[src/rtl/gfm_pkg.sv]
package gfm_pkg;

   typedef enum logic {
      GFM_IDLE = 1'b0,
      GFM_RUN  = 1'b1
   } gfm_state_e;

   // width of a port able to carry every degree from 0 to max_deg
   function automatic int deg_bits(input int max_deg);
      return $clog2(max_deg + 1);
   endfunction

endpackage

[src/rtl/gfm_slice.sv]
// One coefficient position of the serial datapath.
module gfm_slice (
   input  logic clk,
   input  logic rst_n,
   input  logic load,
   input  logic step_en,
   input  logic a_in,
   input  logic p_in,
   input  logic d_prev,
   input  logic fb,
   input  logic bit_j,
   input  logic tap,
   input  logic chain_in,
   output logic d_q,
   output logic d_fwd,
   output logic chain_out
);

   logic p_q;
   logic a_q;

   always_ff @(posedge clk or negedge rst_n) begin
      if (!rst_n) begin
         p_q <= 1'b0;
         a_q <= 1'b0;
         d_q <= 1'b0;
      end else if (load) begin
         p_q <= p_in;
         a_q <= a_in;
         d_q <= 1'b0;
      end else if (step_en) begin
         d_q <= d_prev ^ (fb & p_q) ^ (bit_j & a_q);
      end
   end

   // steering switch: the top active bit leaves the shift path for the feedback chain
   assign d_fwd     = tap ? 1'b0 : d_q;
   assign chain_out = chain_in | (tap & d_q);

endmodule

[src/rtl/gfm_ctrl.sv]
// Step sequencer: accepts a start, holds the multiplier, counts m steps.
module gfm_ctrl
   import gfm_pkg::*;
#(
   parameter  int MAX_DEG = 16,
   localparam int DEG_W   = deg_bits(MAX_DEG),
   localparam int IDX_W   = $clog2(MAX_DEG)
) (
   input  logic               clk,
   input  logic               rst_n,
   input  logic               start,
   input  logic [DEG_W-1:0]   deg,
   input  logic [MAX_DEG-1:0] b,
   output logic               busy,
   output logic               done,
   output logic               load,
   output logic               bit_j,
   output logic [MAX_DEG-1:0] act_d,
   output logic [MAX_DEG-1:0] act_q,
   output logic [MAX_DEG-1:0] tap_q
);

   gfm_state_e         state_q;
   logic [IDX_W-1:0]   cnt_q;
   logic [MAX_DEG-1:0] b_q;
   logic [MAX_DEG-1:0] tap_d;
   logic               deg_ok;

   assign deg_ok = (deg >= DEG_W'(2)) && (deg <= DEG_W'(MAX_DEG));
   assign load   = start && (state_q == GFM_IDLE) && deg_ok;

   for (genvar i = 0; i < MAX_DEG; i++) begin : g_dec
      assign act_d[i] = (DEG_W'(i) < deg);
      assign tap_d[i] = (DEG_W'(i + 1) == deg);
   end

   always_ff @(posedge clk or negedge rst_n) begin
      if (!rst_n) begin
         state_q <= GFM_IDLE;
         cnt_q   <= '0;
         b_q     <= '0;
         act_q   <= '0;
         tap_q   <= '0;
         done    <= 1'b0;
      end else begin
         done <= 1'b0;
         if (load) begin
            state_q <= GFM_RUN;
            cnt_q   <= IDX_W'(deg - DEG_W'(1));
            b_q     <= b & act_d;
            act_q   <= act_d;
            tap_q   <= tap_d;
         end else if (state_q == GFM_RUN) begin
            if (cnt_q == '0) begin
               state_q <= GFM_IDLE;
               done    <= 1'b1;
            end else begin
               cnt_q <= cnt_q - IDX_W'(1);
            end
         end
      end
   end

   assign busy  = (state_q == GFM_RUN);
   assign bit_j = b_q[cnt_q];

endmodule

[src/rtl/gf2m_serial_mul.sv]
// Serial GF(2^m) multiplier, degree and reduction polynomial chosen per operation.
module gf2m_serial_mul
   import gfm_pkg::*;
#(
   parameter  int MAX_DEG        = 16,
   parameter  bit GATE_ABOVE_DEG = 1'b1,
   localparam int DEG_W          = deg_bits(MAX_DEG)
) (
   input  logic               clk,
   input  logic               rst_n,
   input  logic               start,
   input  logic [DEG_W-1:0]   deg,
   input  logic [MAX_DEG-1:0] poly,
   input  logic [MAX_DEG-1:0] a,
   input  logic [MAX_DEG-1:0] b,
   output logic               busy,
   output logic               done,
   output logic [MAX_DEG-1:0] prod
);

   if (MAX_DEG < 2) begin : g_bad_max_deg
      $error("gf2m_serial_mul: MAX_DEG must be at least 2");
   end

   logic               load;
   logic               bit_j;
   logic               fb;
   logic [MAX_DEG-1:0] act_d;
   logic [MAX_DEG-1:0] act_q;
   logic [MAX_DEG-1:0] tap_q;
   logic [MAX_DEG-1:0] step_en;
   logic [MAX_DEG-1:0] d_vec;
   logic [MAX_DEG-1:0] fwd_vec;
   logic [MAX_DEG-1:0] chain_vec;
   logic [MAX_DEG-1:0] a_m;
   logic [MAX_DEG-1:0] p_m;

   gfm_ctrl #(.MAX_DEG(MAX_DEG)) u_ctrl (
      .clk   (clk),
      .rst_n (rst_n),
      .start (start),
      .deg   (deg),
      .b     (b),
      .busy  (busy),
      .done  (done),
      .load  (load),
      .bit_j (bit_j),
      .act_d (act_d),
      .act_q (act_q),
      .tap_q (tap_q)
   );

   // operand bits above the degree never reach the slices
   assign a_m = a & act_d;
   assign p_m = poly & act_d;

   if (GATE_ABOVE_DEG) begin : g_gate_deg
      assign step_en = {MAX_DEG{busy}} & act_q;
   end else begin : g_gate_idle
      assign step_en = {MAX_DEG{busy}};
   end

   assign fb = chain_vec[MAX_DEG-1];

   for (genvar i = 0; i < MAX_DEG; i++) begin : g_slice
      logic d_prev;
      logic chain_in;
      if (i == 0) begin : g_first
         assign d_prev   = 1'b0;
         assign chain_in = 1'b0;
      end else begin : g_rest
         assign d_prev   = fwd_vec[i-1];
         assign chain_in = chain_vec[i-1];
      end
      gfm_slice u_slice (
         .clk       (clk),
         .rst_n     (rst_n),
         .load      (load),
         .step_en   (step_en[i]),
         .a_in      (a_m[i]),
         .p_in      (p_m[i]),
         .d_prev    (d_prev),
         .fb        (fb),
         .bit_j     (bit_j),
         .tap       (tap_q[i]),
         .chain_in  (chain_in),
         .d_q       (d_vec[i]),
         .d_fwd     (fwd_vec[i]),
         .chain_out (chain_vec[i])
      );
   end

   assign prod = d_vec;

endmodule

[config.mk]
export PLATFORM = sky130hd
export DESIGN_NAME = gf2m_serial_mul
export DESIGN_NICKNAME = d
export VERILOG_FILES = /design/src/rtl/gfm_pkg.sv /design/src/rtl/gfm_slice.sv /design/src/rtl/gfm_ctrl.sv /design/src/rtl/gf2m_serial_mul.sv
export SDC_FILE = /design/constraint.sdc
export NUM_CORES = 1
export LEC_CHECK = 0
export BUFFER_PORTS_ARGS = -buffer_cell sky130_fd_sc_hd__buf_2
export CAP_MARGIN = 40
export CORE_ASPECT_RATIO = 1.25
export CORE_MARGIN = 5
export CORE_UTILIZATION = 40
export CTS_CLUSTER_SIZE = 12
export DETAILED_ROUTE_END_ITERATION = 6
export GPL_TIMING_DRIVEN = 0
export PLACE_DENSITY = 0.69
export SKIP_CTS_REPAIR_TIMING = 1
export SYNTH_ARGS = -nofsm -noshare
export SYNTH_HDL_FRONTEND = slang
export SYNTH_HIERARCHICAL = 1
export SYNTH_SLANG_ARGS = --single-unit
[constraint.sdc]
create_clock -name clk -period 9 [get_ports clk]
set_input_delay 0.45 -clock clk [delete_from_list [all_inputs] [get_ports clk]]
set_output_delay 0.45 -clock clk [all_outputs]
set_load 0.1 [all_outputs]
* Word level (Yosys, flattened, before mapping)
Cells that the tools add are included.
** Operators by class
- Add/sub/neg operators :: 2
- Magnitude comparators :: 19
- Equal/unequal tests :: 17
- Muxes and demuxes :: 58
- Bitwise operators :: 99
- Reductions and logical operators :: 22
** Operators by type and width (number)
- 16-bit AND :: 4
- 1-bit two-way mux :: 54
- 1-bit AND :: 48
- 4-bit by 5-bit == test with 1-bit output (first input constant) :: 8
- 4-bit by 5-bit less-than comparator with 1-bit output (first input constant) :: 8
- 2-bit nonzero test :: 17
- 1-bit bitwise XOR :: 31
- 3-bit by 5-bit == test with 1-bit output (first input constant) :: 4
- 3-bit by 5-bit less-than comparator with 1-bit output (first input constant) :: 4
- 1-bit OR :: 15
- 4-bit two-way mux :: 3
- 2-bit by 5-bit == test with 1-bit output (first input constant) :: 2
- 1-bit by 5-bit less-than comparator with 1-bit output (first input constant) :: 2
- 2-bit by 5-bit less-than comparator with 1-bit output (first input constant) :: 2
- 4-bit by 1-bit subtractor with 4-bit output (second input constant) :: 2
- 1-bit by 5-bit == test with 1-bit output (first input constant) :: 1
- 5-bit == test (first input constant) :: 1
- 5-bit by 2-bit greater-or-equal comparator with 1-bit output (second input constant) :: 1
- 5-bit less-or-equal comparator (second input constant) :: 1
- 4-bit by 5-bit less-than comparator with 1-bit output (second input constant) :: 1
- 1-bit binary-select mux with 4-bit select :: 1
- 4-bit logical NOT :: 1
- 1-bit logical AND :: 3
- 2-bit by 1-bit != test with 1-bit output (second input constant) :: 1
- other kinds (2) :: 2
** Storage, ports and cells
- Register bits :: 102
- Output and inout port bits :: 18
- Logic and storage cells :: 271

* Longest topological paths before layout
Gate-level depths: netlist (run 1).
- Word-level depth :: 21
- Depth in mapped cells :: 19
- Depth with buffers taken out :: 19

* Cells and area by module
The synthesis (run 1) kept the hierarchy.
** Modules (own cells, without submodules)
- gfm_ctrl :: instances 1, cells each 238, area each 2778.9 um^2
- gfm_slice :: instances 16, cells each 15, area each 166.4 um^2
- gf2m_serial_mul :: instances 1, cells each 50, area each 330.3 um^2

* Worst setup path before layout (run 1)
OpenSTA, ideal clock, no wires.
- Path kind :: register -> register
- From :: reg g_slice[0].u_slice.d_q
- To :: reg g_slice[10].u_slice.d_q
- Arrival time :: 3.822 ns
- Setup slack :: 5.040 ns
- Stages on the path, launching flop included :: 20
- Buffers on the path :: 0
- Clock period less this slack :: 3.960 ns
- Path through :: dfrtp_1 a21o_1 a21o_1 a21o_1 a21o_1 a21o_1 a21o_1 a21o_1 a21o_1 a21o_1 a21o_1 a21o_1 a21o_1 a21o_1 a21o_1 a21o_1 a21o_1 and3b_1 o2111ai_1 o311ai_1
** Between the ends
- Longest elaborated chain between the ends :: 21
** Ends and longest elaborated chain
- start: declaration :: line gfm_slice.sv:14 : output logic d_q,
- start signal: assignment :: line gfm_slice.sv:32 : d_q <= d_prev ^ (fb & p_q) ^ (bit_j & a_q);
- 1-bit AND :: line gfm_slice.sv:38 : assign chain_out = chain_in | (tap & d_q);
- named net g_slice[1].chain_in :: line gf2m_serial_mul.sv:67 : logic chain_in;
- 1-bit OR :: line gfm_slice.sv:38
- named net g_slice[2].chain_in :: line gf2m_serial_mul.sv:67
- 1-bit OR :: line gfm_slice.sv:38
- named net g_slice[3].chain_in :: line gf2m_serial_mul.sv:67
- 1-bit OR :: line gfm_slice.sv:38
- named net g_slice[4].chain_in :: line gf2m_serial_mul.sv:67
- [1 not listed]
- named net g_slice[5].chain_in :: line gf2m_serial_mul.sv:67
- [1 not listed]
- named net g_slice[6].chain_in :: line gf2m_serial_mul.sv:67
- [1 not listed]
- named net g_slice[7].chain_in :: line gf2m_serial_mul.sv:67
- [1 not listed]
- named net g_slice[8].chain_in :: line gf2m_serial_mul.sv:67
- [1 not listed]
- named net g_slice[9].chain_in :: line gf2m_serial_mul.sv:67
- [1 not listed]
- named net g_slice[10].chain_in :: line gf2m_serial_mul.sv:67
- [1 not listed]
- named net g_slice[11].chain_in :: line gf2m_serial_mul.sv:67
- [1 not listed]
- named net g_slice[12].chain_in :: line gf2m_serial_mul.sv:67
- [1 not listed]
- named net g_slice[13].chain_in :: line gf2m_serial_mul.sv:67
- [1 not listed]
- named net g_slice[14].chain_in :: line gf2m_serial_mul.sv:67
- 1-bit OR :: line gfm_slice.sv:38
- named net g_slice[15].chain_in :: line gf2m_serial_mul.sv:67
- 1-bit OR :: line gfm_slice.sv:38
- named net fb :: line gf2m_serial_mul.sv:27 : logic fb;
- 1-bit AND :: line gfm_slice.sv:32
- 1-bit bitwise XOR (2 in series) :: line gfm_slice.sv:32
- 1-bit two-way mux :: line gfm_slice.sv:31 : end else if (step_en) begin
- 1-bit two-way mux :: line gfm_slice.sv:27 : end else if (load) begin
- end signal: assignment :: line gfm_slice.sv:32
- end: declaration :: line gfm_slice.sv:14
The timed path passes the listed nets, and every way through them passes these cells. The select of a mux whose other input is x is not followed.
A chain may end at the register's enable or synchronous reset.

* Final worst setup path (run 1)
- From :: reg g_slice[0].u_slice.d_q
- To :: reg g_slice[14].u_slice.d_q
** Between the ends
- Longest elaborated chain between the ends :: 21
** Ends and longest elaborated chain (line)
- 1-bit AND :: gfm_slice.sv:38
- named net g_slice[1].chain_in :: gf2m_serial_mul.sv:67
- 1-bit OR :: gfm_slice.sv:38
- named net g_slice[2].chain_in :: gf2m_serial_mul.sv:67
- 1-bit OR :: gfm_slice.sv:38
- named net g_slice[3].chain_in :: gf2m_serial_mul.sv:67
- 1-bit OR :: gfm_slice.sv:38
- named net g_slice[4].chain_in :: gf2m_serial_mul.sv:67
- [1 not listed]
- named net g_slice[5].chain_in :: gf2m_serial_mul.sv:67
- [1 not listed]
- named net g_slice[6].chain_in :: gf2m_serial_mul.sv:67
- [1 not listed]
- named net g_slice[7].chain_in :: gf2m_serial_mul.sv:67
- [1 not listed]
- named net g_slice[8].chain_in :: gf2m_serial_mul.sv:67
- [1 not listed]
- named net g_slice[9].chain_in :: gf2m_serial_mul.sv:67
- [1 not listed]
- named net g_slice[10].chain_in :: gf2m_serial_mul.sv:67
- [1 not listed]
- named net g_slice[11].chain_in :: gf2m_serial_mul.sv:67
- [1 not listed]
- named net g_slice[12].chain_in :: gf2m_serial_mul.sv:67
- [1 not listed]
- named net g_slice[13].chain_in :: gf2m_serial_mul.sv:67
- [1 not listed]
- named net g_slice[14].chain_in :: gf2m_serial_mul.sv:67
- 1-bit OR :: gfm_slice.sv:38
- named net g_slice[15].chain_in :: gf2m_serial_mul.sv:67
- 1-bit OR :: gfm_slice.sv:38
- named net fb :: gf2m_serial_mul.sv:27
- 1-bit AND :: gfm_slice.sv:32
- 1-bit bitwise XOR (2 in series) :: gfm_slice.sv:32
- 1-bit two-way mux :: gfm_slice.sv:31
- 1-bit two-way mux :: gfm_slice.sv:27
- end signal: assignment :: gfm_slice.sv:32
- end: declaration :: gfm_slice.sv:14
The timed path passes the listed nets, and every way through them passes these cells. The select of a mux whose other input is x is not followed.

==> results by group, run 1 <==
Route
  • DR iter-0 viols: between 200 and 300
  • Total number of vias: 4499
  • Routed Wire Length: 15600 µm
  • Via density: between 5 and 6
  • TritonRoute pass-1 iters: 4
  • ANT nets after route: 0
  • DR DRC count: 0
  • WL/cell: ~20 µm

Floorplanning
  • Num rows: just under 50
  • Num ports: 74
  • Chip height: ~140 µm
  • Die W: 117 µm
  • Die ar.: 0.0169 mm²
  • Initial Utilization: between 40% and 50%
  • Core Area: about 0.014 mm²

Worst setup path
  • Crit Path Category: flip-flop to flip-flop
  • CP most frequent cell: a21o_1
  • CP Cell Sequence: a21o_1 -> a21o_1 -> a21o_1 -> a21o_1 -> a21o_1 -> a21o_1 -> a21o_1 -> a21o_1 -> a21o_1 -> a21o_1 -> a21o_1 -> a21o_1 -> a21o_1 -> a21o_1 -> a21o_1 -> a21o_1 -> buf_8 -> a21boi_0 -> o2111ai_1 -> o311ai_1
  • Reg2Reg Depth: 20
  • Crit-path max FO: 18
  • Critical Path Sink Type: flip-flop
  • CP max stage delay: ~0.42 ns
  • Flop2flop setup slack: 4.88 ns
  • Req. time, crit path: between 9 and 10 ns
  • Critical Path Start Type: flip-flop
  • R2r startpoint: g_slice[0].u_slice/d_q
  • Worst R2R End: g_slice[14].u_slice/d_q
  • Slowest-stage cell, CP: dfrtp_1
  • Critical Path Start: g_slice[0].u_slice/d_q
  • WP data arrival: between 4 and 5 ns

Clocking
  • Clock slew at reported path FFs: 0.07 ns
  • Root buffer cell: clkbuf_16
  • Clock Latency Late Sink: 0.35 ns
  • Clock Sinks: slightly above 100
  • TritonCTS clock tree: yes
  • CTS HTree Levels: 3
  • Clock buffer depth: 2
  • Total CTS buffers: 9

Timing
  • Final Hold Fails: 0
  • Tcrit/Tclk final: between 40% and 50%
  • Relative slew slack: a little under three fifths
  • Post-layout minimum cycle time: between 4 and 5 ns
  • Setup TNS: 0 ns
  • Setup-failing EPs final: 0
  • Worst-Margin Slew: 0.660 ns
  • Pins Over Slew Limit: 0
  • Max Fclk: around 240 MHz
  • Max Clock Skew: about 0.0084 ns
  • RSZ-0062 raised after global routing: no

Global route
  • Total grt overflow: 0
  • GRT Util Overall: a little under a fifth
  • Vias in the first global route: approximately 4700
  • Initial antenna violation count: 0
  • Largest net degree at the start of global routing: 67
  • First-pass GRT wire length: approximately 25000 µm

Final layout
  • # nets final: approximately 670
  • Diode count: 0
  • Area Overhead vs Synth: 17.5%
  • Layout Utilization: between 40% and 50%
  • Ratio of cells with drive above 1 in the final layout: between 20% and 30%
  • Fillers: ~1300

Yosys
  • Syn. warnings: 6
  • Synthesized area: between 0.005 and 0.006 mm²
  • Syn Inst Count: 527
  • Syn Area/Cell: about 11 µm²

Power
  • Maximum vdd drop: between 0.15 and 0.2 mV
  • P per Cell Area: around 340 mW/mm²
  • Total power: around 2.3 mW
  • Lkg Pwr: 3.05 nW

Outcome
  • Status: completed

Placement
  • IO Port Bufs: just over 70
  • Detailed Place HPWL: 11500 µm
  • RePlAce Congestion: approximately 0.87

Flow run
  • Max cap viols: 0

Hold path
  • Hold crit path type: input pin to async pin
-- power breakdown --
group          total (mW)  internal [mW]  switching (mW)  leakage (nW)
registers           0.778          0.641           0.137          1.27
logic                1.07          0.424           0.646          1.63
clock network       0.424          0.251           0.173         0.157
total                2.27           1.32           0.957          3.05
-- per-layer routing --
metal,part of all wire [%],track usage [%],up-vias
li1,-,-,2132
met1,43,23.8,2257
met2,52,32.8,91
met3,3.6,2.93,19
met4,1.7,6.29,0
met5,0,0,-
-- critical path, delay by kind of cell (launching register included) --
kind                   cells  cell delay (ns)
DFF                        1             0.42
AOI/OAI and AO/OA         19             3.33
buffers and inverters      1             0.25
-- state kept, by name (all words and copies together), names as in the netlist --
| name | flops |
|---|---|
| u_ctrl/act_q | 16 |
| g_slice.u_slice/a_q | 16 |
| u_ctrl/cnt_q | 4 |
| u_ctrl/done | 1 |
| g_slice.u_slice/d_q | 16 |
| u_ctrl/busy | 1 |
| u_ctrl/b_q | 16 |
| u_ctrl/tap_q | 16 |
| g_slice.u_slice/p_q | 16 |
-- worst max path at each step --
stage / end / slack, ns / cells after the start
floorplan: g_slice[10].u_slice/d_q / 5.04 / 19
global placement: g_slice[3].u_slice/d_q / 4.91 / 19
CTS: g_slice[14].u_slice/d_q / 4.89 / 20
detailed placement: g_slice[14].u_slice/d_q / 4.93 / 20
global route: g_slice[14].u_slice/d_q / 4.64 / 20
finish: g_slice[14].u_slice/d_q / 4.88 / 20
-- per-stage QoR --
step           std cells  setup slack (ns)  instance area, µm²  hold WS, ns
6_report             798              4.88                6770       0.0589
5_1_grt              798              4.64                6770        0.109
4_1_cts              798              4.89                6770       0.0824
3_5_place_dp         782              4.93                6460        0.456
3_3_place_gp         778              4.91                6350        0.446
2_1_floorplan        529              5.04                5770        0.154
-- cell type report --
cell class | instances | area, µm² | share of cell area, %
multi-input combinational | 372 | 2980 | 44.1
sequential | 102 | 2550 | 37.7
timing repair buffer | 75 | 448 | 6.61
clock buffer | 12 | 246 | 3.64
tap | 178 | 223 | 3.29
buffer | 24 | 133 | 1.96
inverter | 31 | 116 | 1.72
clock inverter | 4 | 70.1 | 1.03
-- cell usage in the layout, fill, tap and decap left out, types with 4 or more instances in the layout --
cell type  instances
mux2_1            32
inv_1             29
and3b_1           17
nand2b_1           7
mux2i_1            8
a21o_1            20
clkbuf_1          13
mux2_4            19
clkbuf_16          9
nand4_1           17
dfrtp_1          102
o2111ai_1         16
nor2b_1           16
o31ai_1           12
nor2_1             6
nand2_1           28
a21boi_0          20
buf_6              4
o311ai_1          16
o21ai_0           13
and2_1            39
buf_2             77
o31a_1             4
and2_2            12
nand3b_1          16
a21oi_1            4
nor3_1             7
mux4_2             4
Power figures use the tool's default switching activity.
==> run 2, diff against run 1 <==
Clock period 9 ns to 3.8 ns, I/O delays scaled along.
==> run 2 against run 1 <==
The flow now finishes with violations (setup timing). Clock power rose to 2.6 times the previous value. Clock skew grew 0.0013 ns. Final cell count is 0.75% higher. Global-route usage shrank 0.37 points. Non-clock buffer count up 5. Register-to-register slack lost 4.9 ns. Fmax increased by 7.7%. Worst setup slack worse by 4.9 ns. Sequential power up 140%. Critical path type unchanged. Critical endpoint is now g_slice[6].u_slice/d_q.
==> results by group, run 2 (same netlist as run 1, synthesis figures left out) <==
Outcome
  • Status: finished with violations (was completed)
  • Failing checks: setup timing

Global route
  • First-pass GRT wire length: 24800 µm (was 25400 µm)
  • Largest net degree at the start of global routing: 56 (was 67)
  • Initial antenna violation count: 1 (was 0)
  • GRT Util Overall: 18.4% (was 18.7%)
  • Vias in the first global route: 4782 (was 4748)
  • Total grt overflow: 0 (unchanged)

Power
  • Maximum vdd drop: 0.430 mV (was 0.187 mV)
  • Clock power frac: 19.4% (was 18.7%)
  • Internal power: 3.28 mW (was 1.32 mW)
  • Psw: 2.33 mW (was 957 µW)
  • Flop pwr share: 33.1% (was 34.3%)
  • Lkg Pwr: 3.12 nW (was 3.05 nW)
  • Total power: 5.61 mW (was 2.27 mW)
  • P per Cell Area: 807 mW/mm² (was 335 mW/mm²)
  • Comb power frac: 47.5% (was 47.1%)
  • Sw Share: 41.6% (was 42.1%)

Worst setup path
  • Critical Path Start Type: flip-flop (unchanged)
  • WP data arrival: 4.08 ns (was 4.35 ns)
  • Critical Path Sink Type: flip-flop (unchanged)
  • Req. time, crit path: 4.05 ns (was 9.23 ns)
  • Crit-path max FO: 16 (was 18)
  • Crit Path Category: flip-flop to flip-flop (unchanged)

Floorplanning
  • Die W: 117 µm (unchanged)
  • Die ar.: 0.0169 mm² (unchanged)
  • Num ports: 74 (unchanged)
  • Chip height: 144 µm (unchanged)
  • Initial Utilization: 40.4% (unchanged)
  • Num rows: 49 (unchanged)
  • Core Area: 0.0143 mm² (unchanged)

Clocking
  • Clock buffer depth: 2 (unchanged)
  • Clock Latency Late Sink: 0.35 ns (about the same)
  • Total CTS buffers: 9 (unchanged)
  • Clock slew at reported path FFs: 0.07 ns (about the same)
  • Clock Sinks: 102 (unchanged)
  • Root buffer cell: clkbuf_16 (unchanged)
  • TritonCTS clock tree: yes (unchanged)
  • CTS HTree Levels: 3 (unchanged)

Placement
  • Place WS: -0.232 ns (was 4.93 ns)
  • Detailed Place HPWL: 11500 µm (about the same)
  • Inst Count DP: 782 (unchanged)
  • RePlAce Congestion: 0.867 (about the same)
  • Dpl cell area: 0.00646 mm² (about the same)
  • IO Port Bufs: 71 (unchanged)

Route
  • Via density: 5.68 (was 5.64)
  • DR DRC count: 0 (unchanged)
  • WL/cell: 19.8 µm (was 19.6 µm)
  • Routed Wire Length: 15900 µm (was 15600 µm)
  • DR iter-0 viols: 274 (was 293)
  • ANT nets after route: 0 (unchanged)
  • Total number of vias: 4565 (was 4499)
  • TritonRoute pass-1 iters: 4 (unchanged)

Final layout
  • Final Cell Area: 0.00696 mm² (was 0.00677 mm²)
  • Ratio of cells with drive above 1 in the final layout: 27.3% (was 23.7%)
  • Most frequent cells in the layout: dfrtp_1 (100), buf_2 (77), and2_1 (39) (was dfrtp_1 (102), buf_2 (77), and2_1 (39))
  • Final cell count without fillers: 804 (was 798)
  • Layout Utilization: 48.7% (was 47.4%)
  • Area Overhead vs Synth: 20.7% (was 17.5%)
  • # nets final: 678 (was 672)
  • Diode count: 0 (unchanged)
  • Fillers: 1295 (was 1324)
  • Most common cell after layout, fill and taps aside: dfrtp_1 (unchanged)

Timing
  • Max Fclk: 261 MHz (was 243 MHz)
  • Worst setup margin: -0.0282 ns (was 4.88 ns)
  • Setup-failing EPs final: 6 (was 0)
  • Relative slew slack: 50.3% (was 56.0%)
  • Final Hold Fails: 0 (unchanged)
  • Pins Over Slew Limit: 0 (unchanged)
  • RSZ-0062 raised after global routing: yes (was no)
  • Worst-Margin Slew: 0.745 ns (was 0.660 ns)
  • Max Clock Skew: 0.00969 ns (was 0.00837 ns)
  • Setup TNS: -0.0770 ns (was 0 ns)
  • Tcrit/Tclk final: 101% (was 45.8%)
  • Post-layout minimum cycle time: 3.83 ns (was 4.12 ns)
  • Worst hold margin: 0.0800 ns (was 0.0589 ns)

Flow run
  • Max cap viols: 0 (unchanged)

Hold path
  • Hold crit path type: input pin to flip-flop (was input pin to async pin)
==> run 2: final cells by class <==
class | count | area, µm² | share of cell area, %
Clock inverter | 3 | 90.1 | 1.29
Timing Repair Buffer | 80 | 493 | 7.09
Sequential cell | 102 | 2550 | 36.7
Inverter | 31 | 116 | 1.67
Tap cell | 178 | 223 | 3.20
Buffer | 24 | 133 | 1.91
Multi-Input combinational cell | 373 | 3090 | 44.4
Clock buffer | 13 | 260 | 3.74
==> run 2: routing by layer <==
layer,GRT usage [%],up-vias,wire length (µm)
met2,33.6,107,8350
li1,-,2149,-
met4,6.90,2,306
met5,0,-,13
met1,21.9,2288,6550
met3,2.78,19,714
==> run 2: final timing paths <==
path,startpoint,slack [ns],cells after the start,end
max in group asynchronous,rst_n,2.65,3,g_slice[1].u_slice/d_q
max,g_slice[0].u_slice/d_q,-0.03,20,g_slice[6].u_slice/d_q
min,b[3],0.08,3,u_ctrl/b_q[3]
min in group asynchronous,rst_n,0.42,2,g_slice[13].u_slice/p_q
max reg2reg,g_slice[0].u_slice/d_q,-0.03,20,g_slice[6].u_slice/d_q
min reg2reg,u_ctrl/act_q[0],0.47,1,u_ctrl/act_q[0]
==> run 2: power groups by stage <==
stage | Sequential, mW | Clock [mW] | Combinational, mW
final | 1.86 | 1.09 | 2.67
after global placement | 1.83 | 0 | 2.25
after detailed placement | 1.86 | 0 | 2.53
after global routing | 1.92 | 1.16 | 2.84
after CTS | 1.85 | 1.11 | 2.54
after floorplan | 2.26 | 0 | 1.37
==> run 2: worst max-delay path, stage by stage, from the launching register on <==
cell and delay (ns):
dfrtp_2 0.42, a21o_1 0.16, a21o_1 0.15, a21o_1 0.16, a21o_1 0.16, a21o_1 0.16
a21o_1 0.16, a21o_1 0.15, a21o_1 0.16, a21o_1 0.16, a21o_1 0.16, a21o_1 0.16
a21o_1 0.16, a21o_1 0.16, a21o_1 0.16, a21o_1 0.17, a21o_4 0.23, buf_12 0.16
a21boi_0 0.27, o2111ai_1 0.17, o311ai_1 0.10
